--- src/rtl/sram_ret_pkg.sv ---
package sram_ret_pkg;
    typedef enum logic [1:0] {
        ST_ACTIVE  = 2'd0,
        ST_DISABLE = 2'd1,
        ST_RETAIN  = 2'd2,
        ST_RECOVER = 2'd3
    } ret_state_t;
endpackage

--- src/rtl/ret_interval_timer.sv ---
module ret_interval_timer #(
    parameter int unsigned LIMIT = 4
) (
    input  logic clk,
    input  logic rst_n,
    input  logic clear,
    output logic expired
);
    localparam int unsigned W = $clog2(LIMIT + 2);
    localparam logic [W-1:0] LIM = W'(LIMIT);

    logic [W-1:0] cnt;

    always_ff @(posedge clk or negedge rst_n) begin
        if (!rst_n)          cnt <= '0;
        else if (clear)      cnt <= '0;
        else if (cnt != LIM) cnt <= cnt + 1'b1;
    end

    assign expired = (cnt == LIM);

    generate
        if (LIMIT > 0) begin : g_restart_chk
            // A clear must push the count back below its limit
            assert_restart_R8: assert property (@(posedge clk) disable iff (!rst_n)
                clear |=> !expired);
        end
    endgenerate
endmodule

--- src/rtl/ret_fsm.sv ---
module ret_fsm
    import sram_ret_pkg::*;
(
    input  logic       clk,
    input  logic       rst_n,
    input  logic       sleep_req,
    input  logic       wake_req,
    input  logic       ctrl_idle,
    input  logic       supply_good,
    input  logic       lead_done,
    input  logic       rec_done,
    output ret_state_t state,
    output logic       ce_force_off,
    output logic       supply_lower_ok,
    output logic       access_ok
);
    ret_state_t state_q, state_d;
    logic       wake_pend;

    always_comb begin
        state_d = state_q;
        unique case (state_q)
            ST_ACTIVE:  if (sleep_req && ctrl_idle)                 state_d = ST_DISABLE;
            ST_DISABLE: if (lead_done)                              state_d = ST_RETAIN;
            ST_RETAIN:  if ((wake_req || wake_pend) && supply_good) state_d = ST_RECOVER;
            ST_RECOVER: if (rec_done && supply_good)                state_d = ST_ACTIVE;
            default:                                                state_d = ST_ACTIVE;
        endcase
    end

    always_ff @(posedge clk or negedge rst_n) begin
        if (!rst_n) begin
            state_q   <= ST_ACTIVE;
            wake_pend <= 1'b0;
        end else begin
            state_q   <= state_d;
            wake_pend <= (state_q == ST_RETAIN) && (state_d == ST_RETAIN)
                         && (wake_req || wake_pend);
        end
    end

    always_comb begin
        ce_force_off    = 1'b1;
        supply_lower_ok = 1'b0;
        access_ok       = 1'b0;
        unique case (state_q)
            ST_ACTIVE: begin
                ce_force_off = 1'b0;
                access_ok    = 1'b1;
            end
            ST_DISABLE: ;
            ST_RETAIN:  supply_lower_ok = !wake_pend;
            ST_RECOVER: ;
            default:    ;
        endcase
    end

    assign state = state_q;

    assert_busy_sleep_ignored_R2: assert property (@(posedge clk) disable iff (!rst_n)
        (state_q == ST_ACTIVE && sleep_req && !ctrl_idle) |=> state_q == ST_ACTIVE);
    assert_sleep_accept_R3: assert property (@(posedge clk) disable iff (!rst_n)
        (state_q == ST_ACTIVE && sleep_req && ctrl_idle) |=> (state_q == ST_DISABLE && !access_ok));
    assert_lower_after_ce_R4: assert property (@(posedge clk) disable iff (!rst_n)
        $rose(supply_lower_ok) |-> $past(ce_force_off));
    assert_wake_drops_lower_R6: assert property (@(posedge clk) disable iff (!rst_n)
        (state_q == ST_RETAIN && wake_req) |=> !supply_lower_ok);
    assert_wake_needs_good_R6: assert property (@(posedge clk) disable iff (!rst_n)
        (state_q == ST_RETAIN && !supply_good) |=> state_q != ST_RECOVER);
    assert_no_access_when_forced_R7: assert property (@(posedge clk) disable iff (!rst_n)
        access_ok |-> !ce_force_off);
    assert_recover_holds_R8: assert property (@(posedge clk) disable iff (!rst_n)
        (state_q == ST_RECOVER && !supply_good) |=> state_q == ST_RECOVER);
    assert_active_ignores_wake_R9: assert property (@(posedge clk) disable iff (!rst_n)
        (state_q == ST_ACTIVE && !sleep_req) |=> state_q == ST_ACTIVE);
endmodule

--- src/rtl/sram_retention_seq.sv ---
module sram_retention_seq
    import sram_ret_pkg::*;
#(
    parameter int unsigned CLK_HZ      = 50_000_000,
    parameter int unsigned RECOVER_MS  = 5,
    parameter int unsigned LEAD_CYCLES = 2
) (
    input  logic       clk,
    input  logic       rst_n,
    input  logic       sleep_req,
    input  logic       wake_req,
    input  logic       ctrl_idle,
    input  logic       supply_good,
    output logic       ce_force_off,
    output logic       supply_lower_ok,
    output logic       access_ok,
    output logic [1:0] status
);
    localparam int unsigned REC_CYCLES = (CLK_HZ / 1000) * RECOVER_MS;

    ret_state_t state;
    logic       lead_done, rec_done;
    logic       lead_clear, rec_clear;

    assign lead_clear = (state != ST_DISABLE);
    assign rec_clear  = (state != ST_RECOVER) || !supply_good;

    ret_interval_timer #(.LIMIT(LEAD_CYCLES)) i_lead_timer (
        .clk(clk), .rst_n(rst_n), .clear(lead_clear), .expired(lead_done)
    );

    ret_interval_timer #(.LIMIT(REC_CYCLES)) i_rec_timer (
        .clk(clk), .rst_n(rst_n), .clear(rec_clear), .expired(rec_done)
    );

    ret_fsm i_fsm (
        .clk(clk), .rst_n(rst_n),
        .sleep_req(sleep_req), .wake_req(wake_req),
        .ctrl_idle(ctrl_idle), .supply_good(supply_good),
        .lead_done(lead_done), .rec_done(rec_done),
        .state(state), .ce_force_off(ce_force_off),
        .supply_lower_ok(supply_lower_ok), .access_ok(access_ok)
    );

    assign status = state;

    // Leaving DISABLE only after the full lead interval
    assert_lead_complete_R4: assert property (@(posedge clk) disable iff (!rst_n)
        (status == 2'd1 && !lead_done) |=> status == 2'd1);
    // Access may only reopen from RECOVER once the count has finished
    assert_access_after_count_R7: assert property (@(posedge clk) disable iff (!rst_n)
        (status == 2'd3 && !rec_done) |=> !access_ok);
endmodule

--- config.mk ---
export PLATFORM = sky130hd
export DESIGN_NAME = sram_retention_seq
export DESIGN_NICKNAME = d
export VERILOG_FILES = /design/src/rtl/sram_ret_pkg.sv /design/src/rtl/ret_interval_timer.sv /design/src/rtl/ret_fsm.sv /design/src/rtl/sram_retention_seq.sv
export SDC_FILE = /design/constraint.sdc
export NUM_CORES = 1
export LEC_CHECK = 0
export CELL_PAD_IN_SITES_DETAIL_PLACEMENT = 0
export CELL_PAD_IN_SITES_GLOBAL_PLACEMENT = 1
export CORE_MARGIN = 5
export CORE_UTILIZATION = 41
export CTS_BUF_LIST = sky130_fd_sc_hd__clkbuf_8
export CTS_CLUSTER_SIZE = 20
export DETAILED_ROUTE_END_ITERATION = 6
export PLACE_DENSITY = 0.78
export SLEW_MARGIN = 10
export SYNTH_ARGS = -nofsm -noshare
export SYNTH_HDL_FRONTEND = slang
export SYNTH_SLANG_ARGS = --single-unit
--- constraint.sdc ---
create_clock -name clk -period 1.68 [get_ports clk]
set_clock_uncertainty 0.1 [all_clocks]
set_input_delay 0.168 -clock clk [delete_from_list [all_inputs] [get_ports clk]]
set_output_delay 0.168 -clock clk [all_outputs]
set_load 0.02 [all_outputs]
==> out/metrics.csv <==
stage,metric,value,unit
drt,vias per inst,5.36,
clock_network,clock buffer depth,2,
synth,sequential share of the synthesized area,0.460,
global_routing,Global Route Usage Sum,0.138,
die,core area,2980,sq um
critical_path,CP max stage cell,or4_4,
global_routing,global-route wire length before repair,4690,microns
drt,drt pass-1 iters,4,
clock_network,clk root buf,clkbuf_8,
critical_path,cells along the critical path,"or4_4, or3_4, o211ai_2, a21oi_1",
clock_network,Worst-path clk slew,80,ps
synth,Yosys reg bits,23,
global_routing,largest net degree at the start of global routing,24,
placement,Placed Instances,196,
critical_path,Crit path max-delay family,simple AND/OR/NAND/NOR gates,
synth,"FFs w/ async S/R, synth",1.00,
critical_path,Worst setup SP type,register,
timing,Final period util,1.05,
synth,mean post-synth cell area,9.12,sq um
synth,top_reg_cell synth,dfrtp_1,
timing,fmax,569,MHz
placement,routability congestion estimate,0.800,
pwr,total power,981,uW
critical_path,Bufs and invs on worst path,0,
die,die height,65.2,microns
clock_network,H-tree Lvls,1,
global_routing,vias in the first global route,1088,
pwr,PwrDens,610,nW/um^2
critical_path,worst setup path class,reg -> reg,
run,Max-cap violations,0,
clock_network,CTS buffer count,3,
placement,DP HPWL,1960,microns
layout,# nets final,177,
drt,WL final,2590,microns
timing,setup ws final,-78.4,ps
timing,Final Critical Period,1760,ps
clock_network,clock sinks,23,
status,failing checks,negative setup slack,
critical_path,Worst R2R End,i_rec_timer.cnt[2]$_DFFE_PN0P_,
layout,Non-Filler Instances,200,
layout,share of cells above drive strength 1,0.228,
synth,"count leader, synth",dfrtp_1,
global_routing,antenna violations before repair,0,
status,status,finished with violations,
critical_path,reg2reg start,i_rec_timer.cnt[11]$_DFFE_PN0P_,
synth,"top cells by area, synth","dfrtp_1 (46%), nor2_1 (6.0%), nand3_1 (4.4%)",
synth,Synth top area share,0.460,
timing,RSZ-0062 raised after global routing,yes,
clock_network,Skew-Pair Late Insertion Delay,260,ps
layout,area of the multi-input gates,672,sq um
synth,number of synthesized flops with an enable pin,0,
global_routing,Congestion Overflow GR,0,
critical_path,WP data arrival,1810,ps
min_path,Hold Crit Class,in -> async,
drt,1st-iter DRT viols,45,
timing,Final Hold Viols,0,
die,Top-Level Pins,11,
synth,"area leader, netlist",dfrtp_1,
critical_path,reg2reg path depth,4,
clock_network,CTS tree,built,
synth,Yosys warning count,0,
die,Die Area,4250,sq um
critical_path,Worst Setup End Kind,register,
synth,Syn Std Cell Area,1250,sq um
drt,Vias,1071,
critical_path,critical path's largest stage delay,530,ps
synth,syn_nets,146,
timing,Tightest Pin Transition,328,ps
layout,ANT cells,0,
die,Die Wd,65.2,microns
drt,Final ANT Viol Nets,0,
synth,Netlist cell types,30,
pwr,Peak VDD IR,0.000293,V
die,Starting Density,0.420,
drt,Routed WL per cell,13.0,microns
critical_path,Worst R2R Setup Slack,-80,ps
layout,final core occ,0.540,
critical_path,required time of the critical path,1730,ps
timing,Slew headroom,0.779,
synth,Post-synth top cells,"dfrtp_1 (23), nor2_1 (20), nand3_1 (11), a21oi_1 (10), inv_1 (9)",
critical_path,worst-path fanout max,4,
timing,Max Slew Vio Count,0,
timing,count of final setup violators,6,
placement,I/O Buffers,10,
layout,synthesis-to-layout area growth,28.6,%
layout,Filler cells,275,
drt,drt drc,0,
pwr,P_leak,0.685,nW
die,placement row count,20,
layout,Reg area,578,sq um
clock_network,postcts setup bufs,0,
timing,hold_ws,156,ps
synth,synthesized netlist cell count,137,
## cell families after synthesis
| group | Yosys count | synth area share |
|---|---|---|
| and+or+nand+nor | 69 | 0.301 |
| buffers and inverters | 12 | 0.0370 |
| adders and majority gates | 3 | 0.0300 |
| DFF | 23 | 0.460 |
| AOI/OAI and AO/OA | 18 | 0.0871 |
| xor gates and xnor gates | 12 | 0.0841 |
## registers in the layout (all words and copies together) (netlist names)
register and cells:
i_fsm.state 2, i_fsm.wake_pend 1, i_lead_timer.cnt 2, i_rec_timer.cnt 18
## where the power goes
part           internal (mW)  switching [mW]  leakage [nW]  total [mW]
clock                  0.163           0.170        0.0269       0.332
sequential             0.560          0.0117         0.306       0.572
combinational         0.0365          0.0402         0.352      0.0767
## stage by stage
stage	TNS, ps	cell area, sq um	setup WS (ps)
4_1_cts	-345	1600	-76.0
3_5_place_dp	-395	1540	-95.7
5_1_grt	-781	1610	-151
3_3_place_gp	-255	1540	-56.9
2_1_floorplan	-302	1270	-72.2
6_report	-340	1610	-78.4
## what timing repair did
| action | CTS | global route |
|---|---|---|
| setup endpoints to repair | 10 | 10 |
| hold buffers | 0 | 0 |
| pin swaps | 3 | 2 |
| gates resized for setup | 7 | 6 |
| endpoints found under the hold margin | 0 | 0 |
## placed cells by master, fill, tap and decap left out, types with 3 or more instances in the layout
master and n:
nand2b_1 3, nand3_1 9, clkdlybuf4s50_1 6, and3_1 4, xor2_1 6, xnor2_1 6, clkbuf_8 3, dfrtp_1 21
nand4_1 4, nand2_1 6, nor3_1 7, inv_1 10, a21oi_1 9, buf_4 19, nor2_1 19
## final cells by class
| type | count | area share |
|---|---|---|
| clock buffer | 3 | 0.0257 |
| clock inverter | 1 | 0.00233 |
| inverter | 9 | 0.0210 |
| multi-input combinational | 102 | 0.418 |
| sequential | 23 | 0.360 |
| tap | 33 | 0.0257 |
| timing repair buffer | 29 | 0.148 |
## metal layers
layer,vias up,share of wire,GRT usage
met1,511,0.48,0.183
met4,0,0.0073,0.0466
li1,539,-,-
met2,19,0.47,0.231
met3,2,0.042,0.0188
met5,-,0,0
## how the worst max path moves through the flow
| stage | start | end | slack, ps | cells past startpoint |
|---|---|---|---|---|
| after detailed placement | i_rec_timer.cnt[11]$_DFFE_PN0P_ | i_rec_timer.cnt[0]$_DFFE_PN0P_ | -100 | 4 |
| after CTS | i_rec_timer.cnt[11]$_DFFE_PN0P_ | i_rec_timer.cnt[2]$_DFFE_PN0P_ | -80 | 4 |
| after global routing | i_rec_timer.cnt[11]$_DFFE_PN0P_ | i_rec_timer.cnt[2]$_DFFE_PN0P_ | -150 | 4 |
| after floorplan | i_rec_timer.cnt[9]$_DFFE_PN0P_ | i_rec_timer.cnt[2]$_DFFE_PN0P_ | -70 | 4 |
| after global placement | i_rec_timer.cnt[11]$_DFFE_PN0P_ | i_fsm.state[1]$_DFF_PN0_ | -60 | 4 |
| final | i_rec_timer.cnt[11]$_DFFE_PN0P_ | i_rec_timer.cnt[2]$_DFFE_PN0P_ | -80 | 4 |
Note: power is estimated with default switching activity, not from simulation.
